`config.mk`:
```
export PLATFORM = sky130hd
export DESIGN_NAME = fill_expand_engine
export DESIGN_NICKNAME = d
export VERILOG_FILES = /design/src/rtl/fe_pkg.sv /design/src/rtl/fe_cmd_decode.sv /design/src/rtl/fe_pix_addr.sv /design/src/rtl/fill_expand_engine.sv
export SDC_FILE = /design/constraint.sdc
export NUM_CORES = 1
export LEC_CHECK = 0
export ABC_AREA = 1
export BUFFER_PORTS_ARGS = -buffer_cell sky130_fd_sc_hd__buf_2
export CORE_MARGIN = 1
export CORE_UTILIZATION = 40
export DETAILED_ROUTE_END_ITERATION = 6
export GPL_TIMING_DRIVEN = 1
export MAX_ROUTING_LAYER = met4
export RECOVER_POWER = 50
export SETUP_SLACK_MARGIN = 0.05
export SYNTH_ARGS = -nofsm -noshare
export SYNTH_HDL_FRONTEND = slang
export SYNTH_SLANG_ARGS = --single-unit
```
`constraint.sdc`:
```
create_clock -name clk -period 5.5 [get_ports clk]
set_clock_uncertainty 0.15 [all_clocks]
set_input_delay 0.55 -clock clk [delete_from_list [all_inputs] [get_ports clk]]
set_output_delay 0.55 -clock clk [all_outputs]
set_load 0.05 [all_outputs]
```
`src/rtl/fe_pkg.sv`:
```
package fe_pkg;

  typedef enum logic [2:0] {
    K_NONE, K_COLOR, K_START, K_STOP, K_MODE_RECT, K_MODE_BM, K_GO, K_BITS
  } cmd_kind_e;

  typedef enum logic [1:0] { M_NONE, M_RECT, M_BITMAP } draw_mode_e;

  typedef enum logic [2:0] { S_IDLE, S_FILL, S_RD, S_WAIT, S_WR } eng_state_e;

  localparam logic [23:0] OP_COLOR = 24'h185C04;
  localparam logic [23:0] OP_START = 24'h184604;
  localparam logic [23:0] OP_STOP  = 24'h184704;
  localparam logic [23:0] OP_BITS  = 24'h1C7004;
  localparam logic [63:0] W_RECT   = 64'h0019100400018000;
  localparam logic [63:0] W_BITMAP = 64'h0019100400418008;
  localparam logic [63:0] W_GO     = 64'h001C130400000018;

endpackage

```
`src/rtl/fe_cmd_decode.sv`:
```
module fe_cmd_decode
  import fe_pkg::*;
(
  input  logic [63:0] word,
  output cmd_kind_e   kind
);
  logic [23:0] op;
  assign op = word[55:32];

  always_comb begin
    kind = K_NONE;
    if (word == W_RECT)        kind = K_MODE_RECT;
    else if (word == W_BITMAP) kind = K_MODE_BM;
    else if (word == W_GO)     kind = K_GO;
    else if (op == OP_COLOR)   kind = K_COLOR;
    else if (op == OP_START)   kind = K_START;
    else if (op == OP_STOP)    kind = K_STOP;
    else if (op == OP_BITS)    kind = K_BITS;
  end
endmodule

```
`src/rtl/fe_pix_addr.sv`:
```
module fe_pix_addr #(
  parameter int SCR_W  = 1280,
  parameter int SCR_H  = 1024,
  parameter int ADDR_W = 22,
  localparam int XW = $clog2(SCR_W),
  localparam int YW = $clog2(SCR_H)
) (
  input  logic [XW-1:0]     x,
  input  logic [YW-1:0]     y,
  output logic [ADDR_W-1:0] addr
);
  logic [ADDR_W-1:0] row, lin;

  always_comb begin
    row  = ADDR_W'(SCR_H - 1) - ADDR_W'(y);
    lin  = row * ADDR_W'(SCR_W) + ADDR_W'(x);
    addr = lin + (lin << 1);
  end
endmodule

```
`src/rtl/fill_expand_engine.sv`:
```
module fill_expand_engine
  import fe_pkg::*;
#(
  parameter int SCR_W  = 1280,
  parameter int SCR_H  = 1024,
  parameter int ADDR_W = 22
) (
  input  logic              clk,
  input  logic              rst_n,
  input  logic              cmd_valid,
  output logic              cmd_ready,
  input  logic [63:0]       cmd_word,
  output logic [7:0]        pal_idx,
  input  logic [23:0]       pal_rgb,
  output logic              fb_req,
  output logic              fb_we,
  output logic [ADDR_W-1:0] fb_addr,
  output logic [23:0]       fb_wdata,
  input  logic [23:0]       fb_rdata,
  input  logic              fb_rvalid,
  output logic              busy
);
  localparam int XW    = $clog2(SCR_W);
  localparam int YW    = $clog2(SCR_H);
  localparam int GROUP = 8;
  localparam int IW    = $clog2(GROUP);

  eng_state_e        st_q, st_d;
  draw_mode_e        mode_q, mode_d;
  logic [7:0]        col_q, col_d;
  logic [XW-1:0]     sx_q, sx_d, ex_q, ex_d, cx_q, cx_d, px_q, px_d;
  logic [YW-1:0]     sy_q, sy_d, ey_q, ey_d, cy_q, cy_d, py_q, py_d;
  logic [GROUP-1:0]  bits_q, bits_d;
  logic [IW-1:0]     idx_q, idx_d;
  logic [ADDR_W-1:0] base_q, base_d;
  logic [23:0]       rd_q, rd_d;

  cmd_kind_e         kind;
  logic              accept;
  logic [XW-1:0]     ax, fx;
  logic [YW-1:0]     ay, fy;
  logic [ADDR_W-1:0] pix_addr, grp_addr;

  function automatic logic [XW-1:0] clamp_x(input logic [15:0] v);
    return (v >= 16'(SCR_W)) ? '0 : v[XW-1:0];
  endfunction

  function automatic logic [YW-1:0] clamp_y(input logic [15:0] v);
    return (v >= 16'(SCR_H)) ? '0 : v[YW-1:0];
  endfunction

  fe_cmd_decode u_dec (.word(cmd_word), .kind(kind));

  assign ax = (st_q == S_FILL) ? px_q : cx_q;
  assign ay = (st_q == S_FILL) ? py_q : cy_q;

  fe_pix_addr #(.SCR_W(SCR_W), .SCR_H(SCR_H), .ADDR_W(ADDR_W)) u_addr (
    .x(ax), .y(ay), .addr(pix_addr)
  );

  assign grp_addr  = base_q + (ADDR_W'(idx_q) << 1) + ADDR_W'(idx_q);
  assign cmd_ready = (st_q == S_IDLE);
  assign accept    = cmd_valid && cmd_ready;
  assign busy      = (st_q != S_IDLE);
  assign pal_idx   = col_q;
  assign fx        = clamp_x(cmd_word[31:16]);
  assign fy        = clamp_y(cmd_word[15:0]);

  // next-state process
  always_comb begin
    st_d = st_q;   mode_d = mode_q; col_d = col_q;
    sx_d = sx_q;   sy_d = sy_q;     ex_d = ex_q;   ey_d = ey_q;
    cx_d = cx_q;   cy_d = cy_q;     px_d = px_q;   py_d = py_q;
    bits_d = bits_q; idx_d = idx_q; base_d = base_q; rd_d = rd_q;
    fb_req = 1'b0; fb_we = 1'b0; fb_addr = pix_addr; fb_wdata = pal_rgb;

    unique case (st_q)
      S_IDLE: if (accept) begin
        unique case (kind)
          K_COLOR:     col_d = cmd_word[19:12];
          K_START:     begin sx_d = fx; cx_d = fx; sy_d = fy; cy_d = fy; end
          K_STOP:      begin ex_d = fx; ey_d = fy; end
          K_MODE_RECT: mode_d = M_RECT;
          K_MODE_BM:   mode_d = M_BITMAP;
          K_GO: if (mode_q == M_RECT && sx_q <= ex_q && sy_q <= ey_q) begin
            px_d = sx_q; py_d = sy_q; st_d = S_FILL;
          end
          K_BITS: begin
            bits_d = cmd_word[31:24]; base_d = pix_addr;
            idx_d  = '0;              st_d   = S_RD;
          end
          default: ;
        endcase
      end
      S_FILL: begin
        fb_req = 1'b1; fb_we = 1'b1;
        if (px_q == ex_q) begin
          px_d = sx_q;
          if (py_q == ey_q) st_d = S_IDLE;
          else              py_d = py_q + 1'b1;
        end else begin
          px_d = px_q + 1'b1;
        end
      end
      S_RD: begin
        fb_req = 1'b1; fb_addr = grp_addr; st_d = S_WAIT;
      end
      S_WAIT: if (fb_rvalid) begin
        rd_d = fb_rdata; st_d = S_WR;
      end
      S_WR: begin
        fb_req = 1'b1; fb_we = 1'b1; fb_addr = grp_addr;
        fb_wdata = bits_q[GROUP-1] ? pal_rgb : rd_q;
        bits_d = bits_q << 1;
        idx_d  = idx_q + 1'b1;
        if (cx_q >= ex_q) begin
          cx_d = sx_q;
          cy_d = (cy_q >= ey_q) ? sy_q : cy_q + 1'b1;
        end else begin
          cx_d = cx_q + 1'b1;
        end
        st_d = (idx_q == IW'(GROUP - 1)) ? S_IDLE : S_RD;
      end
      default: st_d = S_IDLE;
    endcase
  end

  // register process
  always_ff @(posedge clk or negedge rst_n) begin
    if (!rst_n) begin
      st_q <= S_IDLE; mode_q <= M_NONE; col_q <= '0;
      sx_q <= '0; sy_q <= '0; ex_q <= '0; ey_q <= '0;
      cx_q <= '0; cy_q <= '0; px_q <= '0; py_q <= '0;
      bits_q <= '0; idx_q <= '0; base_q <= '0; rd_q <= '0;
    end else begin
      st_q <= st_d; mode_q <= mode_d; col_q <= col_d;
      sx_q <= sx_d; sy_q <= sy_d; ex_q <= ex_d; ey_q <= ey_d;
      cx_q <= cx_d; cy_q <= cy_d; px_q <= px_d; py_q <= py_d;
      bits_q <= bits_d; idx_q <= idx_d; base_q <= base_d; rd_q <= rd_d;
    end
  end
endmodule

```
# Word level (Yosys, flattened, before mapping)
# Cells that the tools add are included.
totals:
  elab_cells: 140
  ff_bits: 154
op_classes:
  n_eq_ne: 34
  mux: 51
  n_reduce_logical: 23
  add_sub_neg: 10
  multipliers: 1
  n_lt_le_gt_ge: 6
op_table:
  columns: ["cell", "n"]
  rows:
  - ["$eq A64 B53 Y1 const B", 3]
  - ["$mux W10", 11]
  - ["$mux W11", 9]
  - ["$eq A24 B21 Y1 const B", 4]
  - ["$mux W24", 2]
  - ["$pmux W11 S2", 2]
  - ["$mux W3", 14]
  - ["$pmux W10 S2", 2]
  - ["$ge A16 B11 Y1 const B", 2]
  - ["$add A11 B1 Y11 const B", 2]
  - ["$add A22 B11 Y22", 1]
  - ["$add A22 B22 Y22", 1]
  - ["$add A22 B3 Y22", 1]
  - ["$add A22 B4 Y22", 1]
  - ["$mul A22 B3 Y14 const B", 1]
  - ["$mux W22", 1]
  - ["$reduce_and A3 Y1", 7]
  - ["$add A10 B1 Y10 const B", 2]
  - ["$eq A3 B3 Y1 const B", 6]
  - ["$mux W8", 2]
  - ["$pmux W8 S2", 1]
  - ["$pmux W3 S5", 1]
  - ["$ne A2 B1 Y1 const B", 7]
  - ["$eq A3 B2 Y1 const B", 4]
  - ["other kinds (26)", 38]

# Depth between registers and ports, before layout
# Gate-level depths: netlist (run 1).
depth:
  word_depth: 12
  ltp_mapped: 33

# Cells and area by module
# Synthesis (run 1) repeated with hierarchy kept, for this count alone.
unflattened:
  cells_unflattened: 1840
  hier_area_um2: 12744.7
modules_own_cells:
  columns: ["mod", "area_each_um2", "cells_each", "instances", "seq_area_each_um2"]
  rows:
  - ["fill_expand_engine", 10142.2, 1368, 1, 3853.7]
  - ["fe_pix_addr", 2000.7, 328, 1, 0.0]
  - ["fe_cmd_decode", 601.8, 144, 1, 0.0]

# Least setup slack after synthesis (run 1)
# OpenSTA, ideal clock, no wires.
synth_path:
  path_type: "register to output"
  start: "register st_q[2]"
  end: "output port fb_addr[15]"
  slack_ns: 0.022
  stages_incl_launch_ff: 25
  n_path_buf: 1
  t_arrival_ns: 4.778
  t_required_ns: 4.800
  cell_sequence: "dfrtp_1 > inv_2 > nand3_2 > buf_6 > o21ai_0 > nor2_1 > inv_1 > nand2_1 > inv_1 > ha_1 > inv_1 > fa_1 > xnor2_1 > inv_1 > nor3_1 > nand2_2 > nand2_2 > xor2_1 > inv_1 > ha_1 > a21oi_1 > o21ai_0 > a21oi_1 > xor2_1 > o21ai_0"
synth_between:
  elab_chain_cells: 7
  word_cells_on_any_way: 11
synth_lines:
  columns: ["item", "line_no", "text"]
  rows:
  - ["start: declaration", "fill_expand_engine.sv:28", "eng_state_e st_q, st_d;"]
  - ["start signal: assignment", "fill_expand_engine.sv:136", "st_q <= st_d; mode_q <= mode_d; col_q <= col_d;"]
  - ["$eq A3 B1 Y1", "fill_expand_engine.sv:54, fill_expand_engine.sv:55", null]
  - ["$mux W10", "fill_expand_engine.sv:55", "assign ay = (st_q == S_FILL) ? py_q : cy_q;"]
  - ["$sub A10 B10 Y11", "fe_pix_addr.sv:15", "row = ADDR_W'(SCR_H - 1) - ADDR_W'(y);"]
  - ["$mul A22 B3 Y14", "fe_pix_addr.sv:16", "lin = row * ADDR_W'(SCR_W) + ADDR_W'(x);"]
  - ["$add A22 B11 Y22", "fe_pix_addr.sv:16", null]
  - ["$add A22 B22 Y22", "fe_pix_addr.sv:17", "addr = lin + (lin << 1);"]
  - ["$mux W22 *", "fill_expand_engine.sv:77", "unique case (st_q)"]
  - ["end: declaration", "fill_expand_engine.sv:17", "output logic [ADDR_W-1:0] fb_addr,"]
# Every way passes the cells marked *; elsewhere a longest branch is shown, timed or not.

# Worst setup path in the final report (run 1)
layout_path:
  start: "register st_q[2]"
  end: "output port fb_addr[21]"
# The elaborated chain is that of the path after synthesis.

==> impl_metrics.csv, run 1 <==
group,metric,value,unit
timing,slew_viol_final,79,
clock_tree,clkSinkCount,154,
worst_hold_path,min_path_cells,3,
global_routing,grt_pass1_vias,11300,
finish,antenna_cells,0,
clock_tree,cts.clk_slew.worst_paths,0.07,ns
place,port_buffers,173,
clock_tree,insertion_delay,0.44,ns
drt,final_antenna_net_count,0,
drt,post_drt_wl_per_cell,15.4,µm
global_routing,grt.total_usage,23.9,%
timing,period_needed,5.36,ns
synthesis,seq_area_frac_synth,31.8,%
outcome,failed_checks,"max-capacitance violations, max-slew violations",
clock_tree,cts-root-buf,"clkbuf_16",
timing,setup_ws,0.136,ns
floorplan,rows,63,
synthesis,ys.flop_type,"dfrtp_1",
finish,fillers,2921,
global_routing,grt_pass1_wl,57.4,mm
synthesis,ys_ff_latch,154,
critical_path,r2r_slack,1.14,ns
synthesis,synth_area_leaders,"dfrtp_1 (32%), nand2_1 (14%), ha_1 (9.2%), o21ai_0 (7.1%), inv_1 (6.3%)",
critical_path,arrival,4.66,ns
clock_tree,cts_tree,"yes",
floorplan,fp.dieArea,0.0310,mm²
critical_path,cp_max_fo,6,
outcome,status,"finished, violations left",
place,hpwl,26.9,mm
critical_path,cp_common_cell,"nand2_2",
timing,worst_pin_slew,3.84,ns
clock_tree,numCtsBuffers,17,
timing,timing.hold.ws,0.157,ns
drt,drc_errors,0,
flow_run,maxCapViolCount,1,
timing,setup_viol,0,
critical_path,slowest_delay,0.41,ns
critical_path,r2r-start,"st_q[2]$_DFFE_PN0P_",
synthesis,ys_types,55,
global_routing,grt_max_degree,79,
synthesis,synthCells,1688,
global_routing,grt-ovfl-total,0,
place,place.gp.congestion,0.907,
critical_path,cp-end-kind,"output pin",
timing,rsz0062_at_grt,"true",
synthesis,yosysTopAreaCellShare,31.8,%
synthesis,synth_edf_count,0,
critical_path,startpoint_type,"register",
finish,stdcell_count,2299,
floorplan,initial_core_util,40.8,%
drt,drt-pass1-iter-count,6,
synthesis,syn_area,0.0121,mm²
critical_path,r2r_cells,31,
finish,areaGrowthSynthToFinish,22.5,%
floorplan,ioPinCount,174,
floorplan,dieWidth,176,µm
worst_hold_path,min-delay-start,"fb_rdata[19]",
worst_hold_path,whs_endpoint,"rd_q[19]$_DFFE_PN0P_",
synthesis,synthTopCellsByCount,"nand2_1 (445), inv_1 (203), o21ai_0 (173)",
synthesis,synth_top_cell_by_area,"dfrtp_1",
drt,drt_wl_total,35.4,mm
timing,hold_violations,0,
timing,period_share,97.5,%
synthesis,syn_area_per_cell,7.18,µm²
synthesis,synthArstFlopShare,100,%
synthesis,synthesis.yosys.warnings,0,
place,placed_cells,2228,
timing,max_freq,0.186,GHz
worst_hold_path,hold_class,"in -> reg",
critical_path,r2r_end,"base_q[21]$_DFFE_PN0P_",
critical_path,path_class,"reg -> out",
floorplan,core-area,0.0297,mm²
finish,nNetsFinal,2106,
critical_path,required,4.80,ns
critical_path,cpMaxStageDelayCell,"dfrtp_1",
synthesis,syn_nets,1898,
clock_tree,htree_levels,4,
finish,utilization,50.0,%
clock_tree,cts_buffer_depth,2,
global_routing,antenna_found_initial,1,
timing,relSlewSlack,-156,%
floorplan,die_h,176,µm
drt,viasPerCell,5.18,
drt,vias,11900,
drt,drt-initial-drc-count,853,
synthesis,yosysMostFrequentCell,"nand2_1",
finish,drive_above_1_share,21.2,%
place,dp_slack,-0.276,ns
per-layer routing:
| layer | global-route usage, % | vias to the layer above | wire, µm |
|---|---|---|---|
| li1 | - | 5989 | - |
| met1 | 32.6 | 5525 | 17200 |
| met2 | 37.2 | 357 | 15800 |
| met3 | 3.12 | 41 | 1650 |
| met4 | 6.63 | 0 | 698 |
| met5 | - | - | 0 |
placed cells by master, fill, tap and decap left out, types with 4 or more instances in the layout:
cell,n
nand4_1,25
nor2_1,98
nor2_4,9
inv_1,194
dfrtp_1,153
buf_2,158
nand2_2,26
nor4_1,14
clkbuf_16,17
fa_1,4
nor3_1,36
o211ai_1,6
a21oi_2,8
mux2_2,21
xor2_1,60
nand3_1,75
nor2_2,11
o22ai_1,6
nand3_2,9
buf_6,5
mux2_1,4
ha_1,79
o21ai_1,28
xnor2_1,9
o21ai_0,165
a21oi_1,65
inv_2,13
buf_4,55
nand2_1,427
nand2_4,11
clkbuf_1,10
a31oi_1,8
mux2i_1,12
inv_6,7
ha_4,9
sequential cells by signal, indices dropped and copies added, names as in the netlist, 8 cells and up:
| name | cells |
|---|---|
| sx_q | 11 |
| ex_q | 11 |
| px_q | 11 |
| rd_q | 24 |
| cx_q | 11 |
| py_q | 10 |
| ey_q | 10 |
| bits_q | 8 |
| cy_q | 10 |
| pal_idx | 8 |
| base_q | 22 |
| sy_q | 10 |
what timing repair did:
action	CTS	global route
gates cloned	1	0
gates resized for setup	58	67
hold buffers	0	0
buffers inserted	15	23
endpoints found under the setup margin	7	8
pin swaps	19	31
endpoints found under the hold margin	0	0
stage by stage:
| step | setup TNS (ns) | cell area, µm² |
|---|---|---|
| finish | 0 | 14800 |
| floorplan | 0 | 12100 |
| global placement | -0.220 | 13500 |
| global route | -0.389 | 14800 |
| detailed placement | -0.516 | 13500 |
| CTS | 0 | 14400 |
worst max-delay path: cells and delay by family, from the launching register on:
kind / cells / cell delay, ns
xor gates and xnor gates: 1 / 0.18
DFF: 1 / 0.41
adders and majority gates: 2 / 0.57
buffers and inverters: 8 / 1.06
and+or+nand+nor: 19 / 1.66
AOI/OAI and AO/OA: 2 / 0.35
cell families (layout without fill, tap and decap cells):
| family | count (synthesis) | in the layout | synth area share (%) |
|---|---|---|---|
| simple gates | 754 | 755 | 27.0 |
| compound gates | 318 | 318 | 14.3 |
| buf+inv | 255 | 475 | 8.06 |
| flops | 154 | 154 | 31.8 |
| fa+ha+maj | 94 | 94 | 10.0 |
| xor+xnor | 76 | 76 | 5.49 |
| mux | 37 | 37 | 3.31 |
how the worst max path moves through the flow:
stage / from / endpoint / slack, ns
after detailed placement: st_q[1]$_DFFE_PN0P_ / fb_addr[21] / -0.28
after floorplan: st_q[2]$_DFFE_PN0P_ / fb_addr[20] / 0.1
after global placement: st_q[1]$_DFFE_PN0P_ / fb_addr[21] / -0.18
after global routing: st_q[1]$_DFFE_PN0P_ / fb_addr[21] / -0.18
after CTS: st_q[2]$_DFFE_PN0P_ / fb_addr[21] / 0.05
final: st_q[2]$_DFFE_PN0P_ / fb_addr[21] / 0.14
layout make-up:
type                            instances  area, µm²  area share [%]
Sequential cell                       154       3850            26.0
Clock buffer                           18        429            2.89
Clock inverter                         14        154            1.04
Timing Repair Buffer                  235       1370            9.20
Inverter                              208        783            5.28
Tap cell                              390        488            3.29
Multi-Input combinational cell       1280       7770            52.3
Power of run 1 is left out: the tool's default activity adds up to more than one toggle a clock period on the data nets, which glitch-free logic cannot reach.
==> run 2: changes to the inputs <==
==> constraint.sdc (replaced) <==
create_clock -name clk -period 4.3 [get_ports clk]
set_clock_uncertainty 0.15 [all_clocks]
set_input_delay 0.43 -clock clk [delete_from_list [all_inputs] [get_ports clk]]
set_output_delay 0.43 -clock clk [all_outputs]
set_load 0.02 [all_outputs]
==> run 2 against run 1 <==
The run ends with max-capacitance violations, max-slew violations, negative setup slack left. Sequential share of layout area shrank 2.3 points. Worst setup slack lost 1.1 ns. Critical path depth is the same. Die area is the same. First-iteration DRC count shrank 16%. Non-clock buffer count grew 111.
==> impl_metrics.csv, run 2 (synthesized netlist as in run 1, its figures left out) <==
group,metric,value,unit
outcome,status,"finished, violations left",
outcome,failed_checks,"max-capacitance violations, max-slew violations, negative setup slack",
floorplan,fp.dieArea,0.0310,mm²
floorplan,dieWidth,176,µm
finish,areaGrowthSynthToFinish,34.2,%
timing,rsz0062_at_grt,"true",
critical_path,arrival,4.66,ns
global_routing,use_met3,2.73,%
critical_path,required,3.72,ns
floorplan,rows,63,
critical_path,cpMaxStageDelayCell,"dfrtp_2",
global_routing,grt.total_usage,24.7,%
flow_run,maxCapViolCount,1,
timing,worst_pin_slew,2.51,ns
critical_path,slowest_delay,0.43,ns
finish,final_common_cell,"nand2_1",
finish,fillers,2770,
clock_tree,cts_tree,"yes",
global_routing,grt-ovfl-total,0,
timing,period_needed,5.24,ns
finish,mostFrequentLayoutCells,"nand2_1 (413), inv_1 (186), buf_4 (160), o21ai_0 (154), dfrtp_1 (153)",
drt,drt-pass1-iter-count,5,
drt,drt-initial-drc-count,717,
timing,slew_viol_final,92,
drt,drc_errors,0,
timing,period_share,122,%
finish,antenna_cells,0,
drt,vias,12300,
place,hpwl,27.5,mm
place,place.gp.congestion,0.899,
global_routing,antenna_found_initial,0,
global_routing,grt_pass1_wl,59.7,mm
critical_path,r2r_cells,33,
timing,hold_violations,0,
timing,relSlewSlack,-67.5,%
clock_tree,numCtsBuffers,17,
drt,post_drt_wl_per_cell,15.3,µm
critical_path,cp_max_fo,7,
critical_path,cp_common_cell,"nand2_1",
worst_hold_path,min_path_cells,3,
drt,viasPerCell,5.13,
timing,setup_ws,-0.937,ns
critical_path,r2r_slack,-0.39,ns
finish,nNetsFinal,2216,
finish,drive_above_1_share,29.0,%
finish,largest-register,"rd_q",
critical_path,r2r_end,"base_q[20]$_DFFE_PN0P_",
finish,stdcell_count,2409,
critical_path,cp-end-kind,"output pin",
global_routing,use_met2,40.5,%
finish,largest_reg_flops,24,
critical_path,crit_start,"st_q[2]$_DFFE_PN0P_",
global_routing,grt_pass1_vias,12000,
place,dp_slack,-0.642,ns
clock_tree,cts-root-buf,"clkbuf_16",
timing,setup_viol,15,
place,port_buffers,173,
global_routing,grt_max_degree,92,
critical_path,startpoint_type,"register",
floorplan,die_h,176,µm
drt,final_antenna_net_count,0,
floorplan,initial_core_util,40.8,%
global_routing,grt.busiest_layer,"met2",
clock_tree,htree_levels,4,
critical_path,path_class,"reg -> out",
floorplan,ioPinCount,174,
drt,drt_wl_total,36.8,mm
floorplan,core-area,0.0297,mm²
worst_hold_path,min-delay-start,"fb_rdata[18]",
worst_hold_path,whs_endpoint,"rd_q[18]$_DFFE_PN0P_",
clock_tree,insertion_delay,0.43,ns
place,placed_cells,2332,
clock_tree,cts_buffer_depth,2,
critical_path,r2r-start,"st_q[2]$_DFFE_PN0P_",
finish,reg.largest.list,"rd_q: 24 flops, base_q: 22 flops",
timing,max_freq,0.191,GHz
global_routing,met1_usage,32.6,%
worst_hold_path,hold_class,"in -> reg",
clock_tree,cts.clk_slew.worst_paths,0.07,ns
clock_tree,clkSinkCount,154,
-- run 2: changes by cell type in the layout (fill, tap and decap cells not counted), moves of 10 or more --
| cell | delta |
|---|---|
| nand2_1 | -14 |
| o21ai_2 | +10 |
| o21ai_0 | -11 |
| buf_6 | +16 |
| a21oi_4 | +10 |
| a21oi_1 | -11 |
| buf_4 | +105 |
-- run 2: area by class of cell --
| class | instances | area, µm² | area share [%] |
|---|---|---|---|
| multi-input cells | 1279 | 8270 | 50.8 |
| flip-flops and latches | 154 | 3850 | 23.7 |
| repair buffers | 346 | 2290 | 14.1 |
| inverters | 208 | 788 | 4.84 |
| well taps | 390 | 488 | 3.00 |
| clock buffers | 19 | 453 | 2.78 |
| clock inverters | 13 | 130 | 0.800 |
-- run 2: per-stage QoR --
stage	area [µm²]	hold slack, ns	utilization (%)	setup TNS, ns
3_5_place_dp	14500	0.308	48.8	-4.43
2_1_floorplan	12400	-0.0156	-	-0.646
3_3_place_gp	14500	0.301	48.8	-2.95
6_report	16300	0.0404	54.8	-7.56
5_1_grt	16300	0.0334	54.8	-11.80
4_1_cts	15800	0.0244	53.1	-6.29
-- run 2: metal layers --
metal	vias up	routed length (µm)
met2	338	17400
li1	6193	-
met4	0	547
met3	36	1630
met1	5782	17200
met5	-	0
-- run 2: worst max-delay path by stage --
| stage | end | slack [ns] | depth (start not counted) |
|---|---|---|---|
| 2_1_floorplan | fb_addr[20] | -0.23 | 27 |
| 3_3_place_gp | fb_addr[21] | -0.48 | 29 |
| 3_5_place_dp | fb_addr[21] | -0.64 | 27 |
| 4_1_cts | fb_addr[21] | -0.78 | 32 |
| 5_1_grt | fb_addr[20] | -1.22 | 32 |
| 6_report | fb_addr[20] | -0.94 | 32 |
-- run 2: critical path: cells and delay by family (launching register included) --
family	cells	cell delay [ns]
and+or+nand+nor	17	1.69
adders and majority gates	3	0.91
buffers and inverters	9	0.88
DFF	1	0.43
xor gates and xnor gates	1	0.18
AOI/OAI and AO/OA	2	0.15
-- run 2: repair_timing --
item | in CTS | in global routing
pin swaps | 45 | 59
gates cloned | 0 | 1
setup endpoints to repair | 19 | 22
endpoints found under the hold margin | 24 | 0
buffers inserted | 38 | 14
resized for setup | 102 | 101
hold buffers | 1 | 0
Power of run 2 is left out for the same reason.
==> run 3: changes to the inputs <==
Settings changed: CORE_UTILIZATION 40 to 38.
==> run 3 against run 2 <==
Sequential share of layout area rose by 0.071 points. Highest routed layer unchanged. Maximum frequency grew 3.1%. Utilization is 3.2 points lower. Clock-buffer cell count increased by 4. First-iteration DRC count shrank 1.3%. Worst setup slack better by 0.16 ns. Final cell count rose by 0.66%. The flow still finishes with violations (max-capacitance violations, max-slew violations, negative setup slack). Critical path type unchanged. Critical endpoint unchanged.
==> impl_metrics.csv, run 3 (synthesized netlist as in run 1, its figures left out) <==
group,metric,value,unit
outcome,status,"finished, violations left",
outcome,failed_checks,"max-capacitance violations, max-slew violations, negative setup slack",
place,port_buffers,173,
place,hpwl,27.5,mm
timing,setup_viol,11,
flow_run,maxCapViolCount,1,
critical_path,startpoint_type,"register",
critical_path,cpMaxStageDelayCell,"dfrtp_1",
global_routing,grt_max_degree,91,
clock_tree,insertion_delay,0.45,ns
timing,worst_pin_slew,2.47,ns
drt,post_drt_wl_per_cell,15.0,µm
finish,final_common_cell,"nand2_1",
global_routing,grt_pass1_vias,12000,
global_routing,grt.busiest_layer,"met2",
worst_hold_path,min-delay-start,"fb_rdata[10]",
finish,largest-register,"rd_q",
floorplan,rows,65,
clock_tree,cts.clk_slew.worst_paths,0.07,ns
global_routing,grt_pass1_wl,59.0,mm
timing,period_share,118,%
floorplan,fp.dieArea,0.0326,mm²
drt,drt-initial-drc-count,708,
clock_tree,numCtsBuffers,17,
floorplan,die_h,181,µm
global_routing,use_met2,37.0,%
place,placed_area,0.0145,mm²
critical_path,r2r-start,"st_q[2]$_DFFE_PN0P_",
timing,relSlewSlack,-64.4,%
clock_tree,clkSinkCount,154,
timing,rsz0062_at_grt,"true",
drt,drt-pass1-iter-count,5,
floorplan,initial_core_util,38.5,%
finish,nNetsFinal,2220,
global_routing,met1_usage,30.5,%
timing,period_needed,5.08,ns
place,place.gp.congestion,0.907,
floorplan,dieWidth,181,µm
clock_tree,cts_tree,"yes",
critical_path,cp_max_fo,4,
global_routing,antenna_found_initial,1,
critical_path,crit_start,"st_q[2]$_DFFE_PN0P_",
finish,reg.largest.list,"rd_q: 24 flops, base_q: 22 flops",
drt,viasPerCell,5.09,
global_routing,grt.total_usage,23.1,%
timing,slew_viol_final,91,
finish,drive_above_1_share,28.7,%
timing,setup_ws,-0.779,ns
drt,final_antenna_net_count,0,
global_routing,grt-ovfl-total,0,
finish,areaGrowthSynthToFinish,33.8,%
critical_path,path_class,"reg -> out",
critical_path,path_delay_family,"simple AND/OR/NAND/NOR gates",
critical_path,cp_common_cell,"nand3_2",
timing,hold_violations,0,
floorplan,core-area,0.0315,mm²
drt,vias,12300,
critical_path,arrival,4.50,ns
floorplan,ioPinCount,174,
place,dp_slack,-0.578,ns
drt,drc_errors,0,
drt,drt_wl_total,36.3,mm
clock_tree,cts_buffer_depth,2,
finish,mostFrequentLayoutCells,"nand2_1 (418), inv_1 (185), buf_4 (157), dfrtp_1 (153), buf_2 (153)",
finish,largest_reg_flops,24,
critical_path,required,3.72,ns
place,placed_cells,2349,
clock_tree,htree_levels,4,
critical_path,cp-end-kind,"output pin",
worst_hold_path,hold_class,"in -> reg",
timing,max_freq,0.197,GHz
global_routing,use_met3,2.81,%
clock_tree,cts-root-buf,"clkbuf_16",
critical_path,critical_path_buf_inv_count,5,
finish,stdcell_count,2425,
finish,design_area,0.0162,mm²
critical_path,slowest_delay,0.42,ns
## run 3: changes by cell type in the layout (fill, tap and decap cells not counted), moves of 4 or more
cell	before	now
nand2_1	413	418
o21ai_1	25	31
clkbuf_1	8	12
a21oi_2	9	15
nand2_2	34	29
## run 3: layer usage
metal / wire length [µm] / vias to the layer above
met2: 16900 / 352
met1: 17000 / 5743
met5: 0 / -
met4: 626 / 0
met3: 1700 / 42
li1: - / 6201
## run 3: area by class of cell
| cell class | count | area, µm² |
|---|---|---|
| antenna | 1 | 2.50 |
| clock buffer | 23 | 478 |
| clock inverter | 8 | 62.6 |
| fill | 3031 | 15300 |
| inverter | 208 | 791 |
| multi-input combinational | 1280 | 8220 |
| sequential | 154 | 3850 |
| tap | 402 | 503 |
| timing repair buffer | 349 | 2310 |
## run 3: metrics by stage
step | setup TNS (ns) | util [%] | hold slack (ns)
after floorplan | -0.646 | - | -0.0156
after global placement | -2.29 | 46.2 | 0.299
after detailed placement | -3.87 | 46.2 | 0.308
after CTS | -5.57 | 50.2 | 0.0246
after global routing | -9.28 | 51.5 | 0.0327
final | -6.26 | 51.5 | 0.0327
## run 3: worst paths after layout
kind,endpoint,slack (ns),cells past startpoint
worst max-delay path,fb_addr[20],-0.78,26
min in group asynchronous,base_q[19]$_DFFE_PN0P_,1.11,2
worst min-delay path,rd_q[10]$_DFFE_PN0P_,0.03,3
max in group asynchronous,cx_q[10]$_DFFE_PN0P_,0.85,3
worst max register to register,base_q[20]$_DFFE_PN0P_,-0.70,33
worst min register to register,rd_q[11]$_DFFE_PN0P_,0.32,2
## run 3: worst register-to-register path: cells and delay by family, from the launching register on
kind	cells	cell delay, ns
buffers and inverters	11	1.25
adders and majority gates	3	0.92
xor gates and xnor gates	2	0.39
DFF	1	0.42
AOI/OAI and AO/OA	2	0.30
and+or+nand+nor	15	1.47
## run 3: repair_timing
item / CTS / global route
setup buffers: 26 / 15
pin swaps: 34 / 26
endpoints found under the setup margin: 18 / 18
resized for setup: 127 / 74
gates cloned: 1 / 1
endpoints found under the hold margin: 31 / 0
hold buffers: 1 / 0
Power of run 3 is left out for the same reason.
